--- src/rtl/phs_pkg.sv ---
`timescale 1ns/1ps
package phs_pkg;
  // command to one phase-shift unit
  typedef struct packed {
    logic go;
    logic up;
  } step_cmd_t;
endpackage

--- src/rtl/phs_step_timer.sv ---
`timescale 1ns/1ps
module phs_step_timer #(
  parameter int MIN_GAP = 100
) (
  input  logic clk_i,
  input  logic rst_ni,
  input  logic issue_i,
  input  logic ack_i,
  output logic busy_o,
  output logic ready_o
);
  localparam int GW = (MIN_GAP < 2) ? 1 : $clog2(MIN_GAP + 1);

  logic [GW-1:0] gap_q;
  logic          busy_q;

  always_ff @(posedge clk_i or negedge rst_ni) begin
    if (!rst_ni) begin
      gap_q  <= '0;
      busy_q <= 1'b0;
    end else if (issue_i) begin
      busy_q <= 1'b1;
      gap_q  <= GW'(MIN_GAP - 1);
    end else begin
      if (ack_i) busy_q <= 1'b0;
      if (gap_q != '0) gap_q <= gap_q - 1'b1;
    end
  end

  assign busy_o  = busy_q;
  assign ready_o = !busy_q && (gap_q == '0);
endmodule

--- src/rtl/phs_pend_acc.sv ---
`timescale 1ns/1ps
module phs_pend_acc #(
  parameter int PEND_MAX = 15,
  localparam int CW = $clog2(PEND_MAX + 1) + 1
) (
  input  logic                 clk_i,
  input  logic                 rst_ni,
  input  logic                 adv_i,
  input  logic                 ret_i,
  input  logic                 take_i,
  input  logic                 take_up_i,
  output logic signed [CW-1:0] cnt_o
);
  localparam logic signed [CW:0] HI  = (CW+1)'(PEND_MAX);
  localparam logic signed [CW:0] LO  = -HI;
  localparam logic signed [CW:0] ONE = (CW+1)'(1);

  logic signed [CW-1:0] cnt_q;
  logic signed [CW:0]   sum;

  always_comb begin
    sum = {cnt_q[CW-1], cnt_q};
    if (take_i) sum = take_up_i ? sum - ONE : sum + ONE;
    // simultaneous advance and retard cancel
    if (adv_i && !ret_i)      sum = sum + ONE;
    else if (ret_i && !adv_i) sum = sum - ONE;
    if (sum > HI)      sum = HI;
    else if (sum < LO) sum = LO;
  end

  always_ff @(posedge clk_i or negedge rst_ni) begin
    if (!rst_ni) cnt_q <= '0;
    else         cnt_q <= sum[CW-1:0];
  end

  assign cnt_o = cnt_q;
endmodule

--- src/rtl/phase_slew_ctrl.sv ---
`timescale 1ns/1ps
module phase_slew_ctrl
  import phs_pkg::*;
#(
  parameter int POS_W    = 8,
  parameter int MIN_GAP  = 100,
  parameter int PEND_MAX = 15,
  parameter int ACT_INIT = 128,
  parameter bit MIRROR   = 1'b0
) (
  input  logic             clk_i,
  input  logic             rst_ni,
  input  logic             adv_i,
  input  logic             ret_i,
  input  logic             ack_a_i,
  input  logic             ack_b_i,
  output logic             step_a_o,
  output logic             dir_a_o,
  output logic             step_b_o,
  output logic             dir_b_o,
  output logic             sel_o,
  output logic [POS_W-1:0] pos_a_o,
  output logic [POS_W-1:0] pos_b_o,
  output logic [POS_W-1:0] phase_o,
  output logic             overrun_o
);
  localparam int             CW         = $clog2(PEND_MAX + 1) + 1;
  localparam logic [POS_W-1:0] P_MAX    = '1;
  localparam logic [POS_W-1:0] P_INIT   = POS_W'(ACT_INIT);
  localparam logic [POS_W-1:0] P_SBY0   = MIRROR ? (P_MAX - P_INIT) : '0;

  logic [POS_W-1:0]     pos_q [2];
  step_cmd_t            cmd_q [2];
  step_cmd_t            cmd_d [2];
  logic                 sel_q, last_up_q;
  logic [1:0]           busy, ready, ack;
  logic signed [CW-1:0] pend;

  logic             act, sby, want, up, dir_now, at_lim, sby_ok, do_swap, hold;
  logic [POS_W-1:0] park;

  assign ack = {ack_b_i, ack_a_i};

  for (genvar u = 0; u < 2; u++) begin : g_unit
    phs_step_timer #(.MIN_GAP(MIN_GAP)) u_tmr (
      .clk_i   (clk_i),
      .rst_ni  (rst_ni),
      .issue_i (cmd_d[u].go),
      .ack_i   (ack[u]),
      .busy_o  (busy[u]),
      .ready_o (ready[u])
    );
  end

  phs_pend_acc #(.PEND_MAX(PEND_MAX)) u_pend (
    .clk_i     (clk_i),
    .rst_ni    (rst_ni),
    .adv_i     (adv_i),
    .ret_i     (ret_i),
    .take_i    (do_swap || cmd_d[sel_q].go),
    .take_up_i (up),
    .cnt_o     (pend)
  );

  always_comb begin
    act     = sel_q;
    sby     = ~sel_q;
    want    = (pend != '0);
    up      = ~pend[CW-1];
    dir_now = want ? up : last_up_q;
    park    = dir_now ? '0 : P_MAX;
    at_lim  = up ? (pos_q[act] == P_MAX) : (pos_q[act] == '0);
    // mirror keeps the standby at the opposite end by construction
    sby_ok  = MIRROR ? 1'b1 : ((pos_q[sby] == park) && !busy[sby]);
    do_swap = want && at_lim && sby_ok;
    hold    = want && at_lim && !sby_ok;
    cmd_d[0] = '0;
    cmd_d[1] = '0;
    if (want && !at_lim && ready[act] && (!MIRROR || ready[sby])) begin
      cmd_d[act] = '{go: 1'b1, up: up};
      if (MIRROR) cmd_d[sby] = '{go: 1'b1, up: ~up};
    end
    if (!MIRROR && !do_swap && ready[sby] && (pos_q[sby] != park))
      cmd_d[sby] = '{go: 1'b1, up: (park == P_MAX)};
  end

  always_ff @(posedge clk_i or negedge rst_ni) begin
    if (!rst_ni) begin
      pos_q[0]  <= P_INIT;
      pos_q[1]  <= P_SBY0;
      cmd_q[0]  <= '0;
      cmd_q[1]  <= '0;
      sel_q     <= 1'b0;
      last_up_q <= 1'b1;
    end else begin
      for (int u = 0; u < 2; u++) begin
        cmd_q[u] <= cmd_d[u];
        if (cmd_d[u].go)
          pos_q[u] <= cmd_d[u].up ? pos_q[u] + 1'b1 : pos_q[u] - 1'b1;
      end
      if (do_swap) sel_q <= ~sel_q;
      if (want) last_up_q <= up;
    end
  end

  assign step_a_o  = cmd_q[0].go;
  assign dir_a_o   = cmd_q[0].up;
  assign step_b_o  = cmd_q[1].go;
  assign dir_b_o   = cmd_q[1].up;
  assign sel_o     = sel_q;
  assign pos_a_o   = pos_q[0];
  assign pos_b_o   = pos_q[1];
  assign phase_o   = pos_q[sel_q];
  assign overrun_o = hold;
endmodule

--- config.mk ---
export PLATFORM = sky130hd
export DESIGN_NAME = phase_slew_ctrl
export DESIGN_NICKNAME = d
export VERILOG_FILES = /design/src/rtl/phs_pkg.sv /design/src/rtl/phs_step_timer.sv /design/src/rtl/phs_pend_acc.sv /design/src/rtl/phase_slew_ctrl.sv
export SDC_FILE = /design/constraint.sdc
export NUM_CORES = 1
export LEC_CHECK = 0
export BUFFER_PORTS_ARGS = -buffer_cell sky130_fd_sc_hd__buf_2
export CAP_MARGIN = 10
export CORE_MARGIN = 8
export CORE_UTILIZATION = 60
export DETAILED_ROUTE_END_ITERATION = 8
export PLACE_DENSITY = 0.92
export SYNTH_ARGS = -nofsm -noshare
export SYNTH_HDL_FRONTEND = slang
export SYNTH_SLANG_ARGS = --single-unit
--- constraint.sdc ---
create_clock -name clk_i -period 9.9 [get_ports clk_i]
set_input_delay 2.475 -clock clk_i [delete_from_list [all_inputs] [get_ports clk_i]]
set_output_delay 2.475 -clock clk_i [all_outputs]
set_load 0.01 [all_outputs]
==> results of run 1 <==
[sequential cells by signal, indices dropped and copies added (netlist names)]
name,flops
g_unit.u_tmr.gap_q,14
sel_o,1
g_unit.u_tmr.busy_o,2
dir_b_o,1
step_a_o,1
step_b_o,1
last_up_q,1
dir_a_o,1
u_pend.cnt_o,5
pos_a_o,8
pos_b_o,8
[layout make-up]
| class | instances | area share (%) |
|---|---|---|
| Timing Repair Buffer | 37 | 5.20 |
| Tap cell | 72 | 2.46 |
| Multi-Input combinational cell | 290 | 57.0 |
| Clock inverter | 1 | 0.821 |
| Sequential cell | 43 | 29.5 |
| Inverter | 29 | 2.97 |
| Clock buffer | 7 | 2.09 |
[metrics by stage]
stage | cell area (um^2) | cells | hold WS (ns) | worst slack (ns) | util, %
detailed placement | 3550 | 471 | 0.499 | 5.00 | 65.7
floorplan | 3310 | 371 | 0.460 | 5.50 | -
finish | 3660 | 479 | 0.507 | 4.61 | 67.7
global placement | 3550 | 471 | 0.480 | 5.06 | 65.7
CTS | 3660 | 479 | 0.511 | 4.65 | 67.7
global route | 3660 | 479 | 0.526 | 4.35 | 67.7
[metal layers]
layer	wire [um]	track usage (%)
met2	4020	34.8
met5	0	0
met4	163	8.04
met3	470	3.57
met1	3320	22.4
[kinds of logic after synthesis]
kind of cell,Yosys count
muxes,17
AOI/OAI and AO/OA,91
adders and majority gates,24
buffers and inverters,38
and+or+nand+nor,125
DFF,43
xor gates and xnor gates,33
[cells in the final DEF (no fill, tap or decap), drive strengths merged, types with 7 or more instances in the layout]
cell    instances
nor3            9
or4             8
mux2i           7
nand2          36
ha             21
nor2           28
xnor2          27
dfrtp          41
buf            37
o21ai          22
mux2            9
clkbuf          7
a21oi          25
inv            28
nand4          12
a21o            7
[worst max path at each step]
stage | from | cells past startpoint | slack (ns) | end
2_1_floorplan | pos_a_o[4] | 5 | 5.50 | overrun_o
4_1_cts | sel_o | 6 | 4.65 | overrun_o
5_1_grt | sel_o | 6 | 4.35 | overrun_o
3_3_place_gp | sel_o | 6 | 5.06 | overrun_o
6_report | sel_o | 6 | 4.61 | overrun_o
3_5_place_dp | sel_o | 6 | 5.00 | overrun_o
[power groups by stage]
stage / clock network (mW) / registers (mW) / logic, mW
after floorplan: 0 / 0.348 / 0.555
after global routing: 0.141 / 0.387 / 0.821
after CTS: 0.136 / 0.373 / 0.733
after detailed placement: 0 / 0.375 / 0.723
final: 0.136 / 0.376 / 0.734
after global placement: 0 / 0.368 / 0.685
==> results.toml, run 1 <==
[status]
status = "finished, final reports clean"

[clock_network]
post_cts_buffers = 0
clock_path_buffers = 2
clock-root-buffer = "clkbuf_8"
cts-resized-gates = 0
cts.htree.levels = 2
clk_latency_ns = 0.30
clk_pin_slew_ns = 0.08
tritoncts = "yes"
cts_num_sinks = 43
holdBufCountCts = 0
cts_buffers = 5

[synth]
synth_nets = 401
synth_top_cell_area_share_pct = 31.0
netlist.top_cell.by_area = "dfrtp_1"
synth_seq_area_share_pct = 32.6
synth_compound_area_share_pct = 18.2
syn_area_um2 = 3310
syn_area_per_cell_um2 = 8.91
synth_edf_count = 0
ys.flop_type = "dfrtp_1"
ys_seq_elements = 43
yosys-top-cells-area = "dfrtp_1 (31%), ha_1 (7.9%), xnor2_1 (7.2%)"
synthDistinctLibCells = 63
synthSimpleGateAreaFrac_pct = 19.3
yosysMostFrequentCell = "dfrtp_1"
synth_top_family_by_area = "simple AND/OR/NAND/NOR gates"
ys_warn_count = 0
syn-instance-count = 371
synthMuxAreaShare_pct = 6.85
synth_xor_area_share_pct = 8.97
synth_async_sr_flop_share_pct = 100
synth-adder-area-share_pct = 9.76
synth_top_cells_by_count = "dfrtp_1 (41), nand2_1 (36), inv_1 (27), xnor2_1 (27), nor2_1 (26)"

[setup_path]
path_cells = "clkinv_1 -> o21a_1 -> a2111o_1 -> nand2_1 -> nor3_1 -> buf_2"
worst-r2r-setup-slack_ns = 5.00
crit_required_ns = 7.43
critPathArrivalTime_ns = 2.81
r2r_start = "u_pend.cnt_o[1]"
crit_family = "flip-flops"
cpPeakStageDelay_ns = 0.93
path_class = "reg -> out"
reg2reg_to = "pos_a_o[7]"
crit_path_max_fanout = 30
start_kind = "flop"
crit_path_top_delay_cell = "dfrtp_1"
cp_num_buf_inv = 2
worst-r2r-cell-count = 18
cp-end-kind = "primary output"

[global_route]
grtUsageTotal_pct = 19.6
grt_overflow = 0
grt_pass1_wl_um = 13500
grt_antenna_before_repair = 0
grt_max_degree = 44
grt_pass1_vias = 2997

[sta]
fin_crit_ns = 5.29
clock.fmax_mhz = 189
hold_viol_final = 0
slew_headroom_pct = 37.2
grt_setup_unrepaired = "false"
skew_ns = 0.0117
period_share_pct = 53.4
fin_tns_setup_ns = 0
tightest_slew_ns = 0.942
setup_viol_count_final = 0
drv_slew = 0

[drt]
drt_iter0_drc = 121
detail_route.wl_per_cell_um = 16.7
final_antenna_net_count = 0
first_pass_iters = 4
vias = 2929
routed_via_density = 6.11
drc = 0
routed_wl_um = 7980

[min_path]
whs_path_depth = 1
hold_class = "reg -> reg"
min_from = "g_unit[1].u_tmr.gap_q[4]"
min_to = "g_unit[1].u_tmr.gap_q[4]"

[floorplanning]
core_area_um2 = 5410
rows = 27
die_area_um2 = 8140
die_y_um = 90.2
die_w_um = 90.2
start_util_pct = 61.2
io_pins = 36

[job]
cap_violations = 0

[power_and_ir_drop]
p_sw_uw = 582
intPower_uw = 664
p_per_area_nw_per_um2 = 340
power_frac_seq_pct = 30.2
vdd_ir_drop_max_mv = 0.244
p_leak_nw = 1.66
sw_frac_of_total_pct = 46.7
p_clk_share_pct = 10.9
p_comb_share_pct = 58.9
total_power_mw = 1.25

[finish]
finalNetCount = 436
fillers = 425
diodes = 0
drive_gt1_share_pct = 17.4
multi_input_area_um2 = 2090
area_delta_synth_final_pct = 10.7
regArea_um2 = 1080

[placed_design]
place.gp.congestion = 0.973
portBuffers = 35
hpwl_um = 5880
No activity file was read; power rests on OpenSTA's default activity.
==> run 2, diff against run 1 <==
--- a/config.mk
+++ b/config.mk
@@ -5,12 +5,13 @@
 export SDC_FILE = /design/constraint.sdc
 export NUM_CORES = 1
 export LEC_CHECK = 0
+export ABC_AREA = 1
 export BUFFER_PORTS_ARGS = -buffer_cell sky130_fd_sc_hd__buf_2
 export CAP_MARGIN = 10
 export CORE_MARGIN = 8
-export CORE_UTILIZATION = 60
+export CORE_UTILIZATION = 54
 export DETAILED_ROUTE_END_ITERATION = 8
-export PLACE_DENSITY = 0.92
+export PLACE_DENSITY = 0.88
 export SYNTH_ARGS = -nofsm -noshare
 export SYNTH_HDL_FRONTEND = slang
 export SYNTH_SLANG_ARGS = --single-unit
==> constraint.sdc (replaced) <==
create_clock -name clk_i -period 4.32 [get_ports clk_i]
set_input_delay 1.08 -clock clk_i [delete_from_list [all_inputs] [get_ports clk_i]]
set_output_delay 1.08 -clock clk_i [all_outputs]
set_load 0.01 [all_outputs]
==> run 2 against run 1 <==
Net effect: register-to-register slack lost 4.6 ns; power grew 130%; final area grew 4.9%; non-clock buffer count grew 2; combinational power grew 140%; highest routed layer unchanged.
==> results.toml, run 2 <==
[status]
status = "finished, final reports clean"

[sta]
grt_setup_unrepaired = "false"
clock.fmax_mhz = 256
skew_ns = 0.00904
fin_crit_ns = 3.91
setup_ws_ns = 0.409
fin_tns_setup_ns = 0
slew_headroom_pct = 33.8
period_share_pct = 90.5
setup_viol_count_final = 0
hold_viol_final = 0
tightest_slew_ns = 0.994
hold_slack_ns = 0.508
drv_slew = 0

[global_route]
grt_max_degree = 44
grt_pass1_vias = 3364
grt_overflow = 0
grtUsageTotal_pct = 19.5
grt_pass1_wl_um = 14600
grt_antenna_before_repair = 0

[finish]
drive_gt1_share_pct = 14.9
area_delta_synth_final_pct = 9.69
final_cell_area_um2 = 3840
layout_commonest_cell = "nand2_1"
final_cell_mix = "nand2_1 (156), inv_1 (66), nor2_1 (57)"
finalNetCount = 580
post-route-util_pct = 60.8
multi_input_area_um2 = 2100
stdcell_count = 628
regArea_um2 = 1080
diodes = 0
top_register = "g_unit.u_tmr.gap_q"
largest_register_ff_count = 14
fillers = 557

[floorplanning]
rows = 29
die_y_um = 96.5
die_w_um = 96.5
core_area_um2 = 6310
start_util_pct = 55.4
io_pins = 36
die_area_um2 = 9310

[synth]
synth_top_family_by_area = "simple AND/OR/NAND/NOR gates"
synth-adder-area-share_pct = 9.22
netlist.top_cell.by_area = "dfrtp_1"
syn_area_per_cell_um2 = 6.85
synth_xor_area_share_pct = 6.26
ys_warn_count = 0
syn-instance-count = 511
syn_area_um2 = 3500
ys_seq_elements = 43
synthSimpleGateAreaFrac_pct = 35.9
synthMuxAreaShare_pct = 0
synth_top_cell_area_share_pct = 29.3
yosys-top-cells-area = "dfrtp_1 (29%), nand2_1 (17%), ha_1 (7.5%)"
ys.flop_type = "dfrtp_1"
synth_async_sr_flop_share_pct = 100
synth_nets = 541
synth_compound_area_share_pct = 8.29
synth_edf_count = 0
synth_top_cells_by_count = "nand2_1 (156), inv_1 (66), nor2_1 (57)"
synth_seq_area_share_pct = 30.8
synthDistinctLibCells = 31
yosysMostFrequentCell = "nand2_1"

[setup_path]
critPathArrivalTime_ns = 4.12
start_kind = "flop"
path_class = "reg -> reg"
worstSetupStartpoint = "g_unit[1].u_tmr.gap_q[0]"
r2r_start = "g_unit[1].u_tmr.gap_q[0]"
cp-end-kind = "flop"
crit_required_ns = 4.53
crit_path_max_fanout = 7

[power_and_ir_drop]
p_leak_nw = 2.09
p_per_area_nw_per_um2 = 746
total_power_mw = 2.86
vdd_ir_drop_max_mv = 0.338

[placed_design]
portBuffers = 35
pre_cts_ws_ns = 0.263
dp_cells = 619
dpl_cell_area_um2 = 3720
place.gp.congestion = 0.928
hpwl_um = 6740

[clock_network]
clk_latency_ns = 0.30
tritoncts = "yes"
cts_buffers = 5
clock-root-buffer = "clkbuf_8"
clk_pin_slew_ns = 0.09
holdBufCountCts = 0
cts.htree.levels = 2
clock_path_buffers = 2
cts_num_sinks = 43

[drt]
final_antenna_net_count = 0
routed_wl_um = 8630
drc = 0
detail_route.wl_per_cell_um = 13.7
vias = 3411
drt_iter0_drc = 278
first_pass_iters = 5
routed_via_density = 5.43

[min_path]
min_from = "g_unit[0].u_tmr.gap_q[0]"
hold_class = "reg -> reg"

[job]
cap_violations = 0
## run 2: cell count changes after synthesis, moves of 7 or more
cell,previous run,this run
nand2_1,36,156
xnor2_1,27,8
nand3_1,5,37
nand2_2,0,20
nor2_1,26,57
inv_1,27,66
xor2_1,5,17
mux2_2,7,0
## run 2: path summary, 6_finish.rpt
kind | end | slack (ns) | depth (start not counted)
max in group asynchronous | pos_b_o[5] | 2.76 | 1
worst min register to register | g_unit[0].u_tmr.gap_q[0] | 0.51 | 2
worst max-delay path | pos_b_o[7] | 0.41 | 25
min in group asynchronous | g_unit[0].u_tmr.gap_q[4] | 0.94 | 1
worst max register to register | pos_b_o[7] | 0.41 | 25
worst min-delay path | g_unit[0].u_tmr.gap_q[0] | 0.51 | 2
## run 2: per-layer routing
metal	GRT usage [%]	up-vias	part of all wire (%)
li1	-	1693	-
met1	24.8	1565	43
met2	32.8	132	47
met3	3.40	21	7.5
met4	5.67	0	2.1
met5	0	-	0
## run 2: cell type report
cell class	instances	share of cell area (%)
Clock buffer	6	2.15
Clock inverter	2	0.359
Inverter	69	6.81
Multi-Input combinational cell	392	54.7
Sequential cell	43	28.1
Tap cell	77	2.51
Timing Repair Buffer	39	5.35
## run 2: worst max-delay path: stages, from the launching register on
cell and delay (ns):
dfrtp_1 0.39, inv_1 0.12, ha_1 0.16, nand2_1 0.08
nor2_4 0.17, nand3_1 0.12, a21boi_0 0.23, nand3_2 0.15
inv_1 0.10, nand2_1 0.07, o22ai_1 0.18, buf_4 0.18
inv_1 0.12, ha_1 0.36, a21oi_1 0.16, nand2_1 0.09
a21oi_1 0.13, inv_1 0.05, a21oi_1 0.17, nor2_1 0.07
nor2_1 0.11, inv_1 0.06, a21oi_1 0.15, a21oi_1 0.08
o21ai_0 0.10, xor2_1 0.20
## run 2: cell families (layout without fill, tap and decap cells)
kind of cell,count (synthesis),count (layout)
fa+ha+maj,24,24
buf+inv,76,116
xor+xnor,25,25
flops,43,43
simple gates,291,291
compound gates,52,52
## run 2: repair_timing
item | 4_1_cts | 5_1_grt
setup endpoints to repair | 0 | 2
setup buffers | 0 | 1
resized for setup | 0 | 4
## run 2: where the power goes
group	internal [mW]	switching [mW]
clock	0.131	0.145
combinational	0.673	1.09
sequential	0.584	0.235
total	1.39	1.48
==> run 3, diff against run 2 <==
--- a/config.mk
+++ b/config.mk
@@ -6,7 +6,7 @@
 export NUM_CORES = 1
 export LEC_CHECK = 0
 export ABC_AREA = 1
-export BUFFER_PORTS_ARGS = -buffer_cell sky130_fd_sc_hd__buf_2
+export BUFFER_PORTS_ARGS = -buffer_cell sky130_fd_sc_hd__clkbuf_2
 export CAP_MARGIN = 10
 export CORE_MARGIN = 8
 export CORE_UTILIZATION = 54
==> run 3 against run 2 <==
Net effect: clock power rose by 2%; worst hold slack improved by 0.0074 ns; final cell count fell by 0.32%; clock skew fell by 0.0017 ns; first-iteration DRC count rose by 11%; register-to-register slack improved by 0.02 ns; sequential share of layout area rose by 0.13 points; combinational power barely moved; routed wire length rose by 0.65%; highest routed layer unchanged.
==> results.toml, run 3 (synthesis gave the netlist of run 2 again) <==
[clock_network]
post_cts_buffers = 0
cts-resized-gates = 0
clock-root-buffer = "clkbuf_8"
tritoncts = "yes"
holdBufCountCts = 0
clock_path_buffers = 2
clk_latency_ns = 0.30
cts_buffers = 5
cts.htree.levels = 2
cts_num_sinks = 43
clk_pin_slew_ns = 0.09

[floorplanning]
io_pins = 36
rows = 29
start_util_pct = 55.4
core_area_um2 = 6310
die_area_um2 = 9310
die_w_um = 96.5
die_y_um = 96.5

[sta]
drv_slew = 0
hold_viol_final = 0
tightest_slew_ns = 1.05
fin_crit_ns = 3.89
grt_setup_unrepaired = "false"
slew_headroom_pct = 29.9
fin_tns_setup_ns = 0
setup_viol_count_final = 0
clock.fmax_mhz = 257
period_share_pct = 89.9
skew_ns = 0.00729

[global_route]
grt_max_degree = 44
grt_antenna_before_repair = 0
grt_pass1_wl_um = 14800
grt_pass1_vias = 3278
grt_overflow = 0
grtUsageTotal_pct = 19.8

[status]
status = "finished, final reports clean"

[drt]
routed_via_density = 5.38
first_pass_iters = 5
drt_iter0_drc = 308
drc = 0
final_antenna_net_count = 0
detail_route.wl_per_cell_um = 13.9
routed_wl_um = 8690
vias = 3370

[setup_path]
crit_family = "compound AO/OA/AOI/OAI gates"
crit_path_max_fanout = 7
path_class = "reg -> reg"
start_kind = "flop"
crit_required_ns = 4.54
cp-end-kind = "flop"
cpPeakStageDelay_ns = 0.38
cp_num_buf_inv = 6
crit_path_top_delay_cell = "dfrtp_1"
critPathArrivalTime_ns = 4.10

[finish]
drive_gt1_share_pct = 14.8
top_register = "g_unit.u_tmr.gap_q"
final_cell_mix = "nand2_1 (156), inv_1 (66), nor2_1 (57)"
diodes = 0
layout_commonest_cell = "nand2_1"
finalNetCount = 578
area_delta_synth_final_pct = 9.30
fillers = 598
largest_register_ff_count = 14

[power_and_ir_drop]
p_per_area_nw_per_um2 = 753
p_leak_nw = 2.07
total_power_mw = 2.88
vdd_ir_drop_max_mv = 0.392

[job]
cap_violations = 0

[placed_design]
place.gp.congestion = 0.956
hpwl_um = 6630
portBuffers = 35

[min_path]
hold_class = "reg -> reg"
[run 3: cell types whose count changed in the layout (fill, tap and decap cells not counted)]
cell      delta
buf_2       -35
clkbuf_2    +35
buf_4        -2
a21boi_0     -1
a21boi_1     +1
dfrtp_1      -1
dfrtp_2      +1
[run 3: metal layers]
metal  GRT usage, %  wire, um  vias to the layer above
met4           6.56       240                        0
met5              0         0                        -
li1               -         -                     1680
met1           25.5      3930                     1553
met2           33.1      3940                      117
met3           3.09       578                       20
[run 3: cell type report]
class / instances / area, um^2 / share of cell area (%)
Multi-Input combinational cell: 392 / 2100 / 54.9
Clock buffer: 6 / 82.6 / 2.16
Sequential cell: 43 / 1080 / 28.2
Clock inverter: 2 / 13.8 / 0.360
Inverter: 69 / 262 / 6.84
Tap cell: 77 / 96.3 / 2.52
Timing Repair Buffer: 37 / 190 / 4.97
[run 3: through the flow]
| step | hold WS (ns) | utilization (%) | worst slack (ns) | cells | instance area [um^2] |
|---|---|---|---|---|---|
| 2_1_floorplan | 0.467 | - | 0.887 | 511 | 3500 |
| 3_3_place_gp | 0.482 | 58.8 | 0.538 | 618 | 3710 |
| 3_5_place_dp | 0.493 | 58.8 | 0.316 | 618 | 3710 |
| 4_1_cts | 0.517 | 60.3 | 0.248 | 626 | 3810 |
| 5_1_grt | 0.539 | 60.6 | 0.0327 | 626 | 3820 |
| 6_report | 0.515 | 60.6 | 0.434 | 626 | 3820 |
[run 3: path summary, 6_finish.rpt]
kind,depth (start not counted),start,to,slack (ns)
min reg2reg,2,g_unit[0].u_tmr.gap_q[0],g_unit[0].u_tmr.gap_q[0],0.52
max in group asynchronous,1,rst_ni,sel_o,2.66
max,25,g_unit[1].u_tmr.gap_q[0],pos_b_o[7],0.43
min in group asynchronous,1,rst_ni,g_unit[0].u_tmr.gap_q[3],0.95
min,2,g_unit[0].u_tmr.gap_q[0],g_unit[0].u_tmr.gap_q[0],0.52
max reg2reg,25,g_unit[1].u_tmr.gap_q[0],pos_b_o[7],0.43
[run 3: report_power, final]
part | switching [mW] | total, mW | leakage, nW | internal, mW
logic | 1.09 | 1.76 | 1.49 | 0.669
registers | 0.251 | 0.835 | 0.528 | 0.584
clock network | 0.150 | 0.281 | 0.0516 | 0.131
[run 3: worst reg2reg max path: cells and delay by family, from the launching register on]
| family | cells | cell delay (ns) |
|---|---|---|
| buffers and inverters | 6 | 0.64 |
| DFF | 1 | 0.38 |
| AOI/OAI and AO/OA | 8 | 1.12 |
| adders and majority gates | 2 | 0.52 |
| and+or+nand+nor | 8 | 0.95 |
| xor gates and xnor gates | 1 | 0.19 |
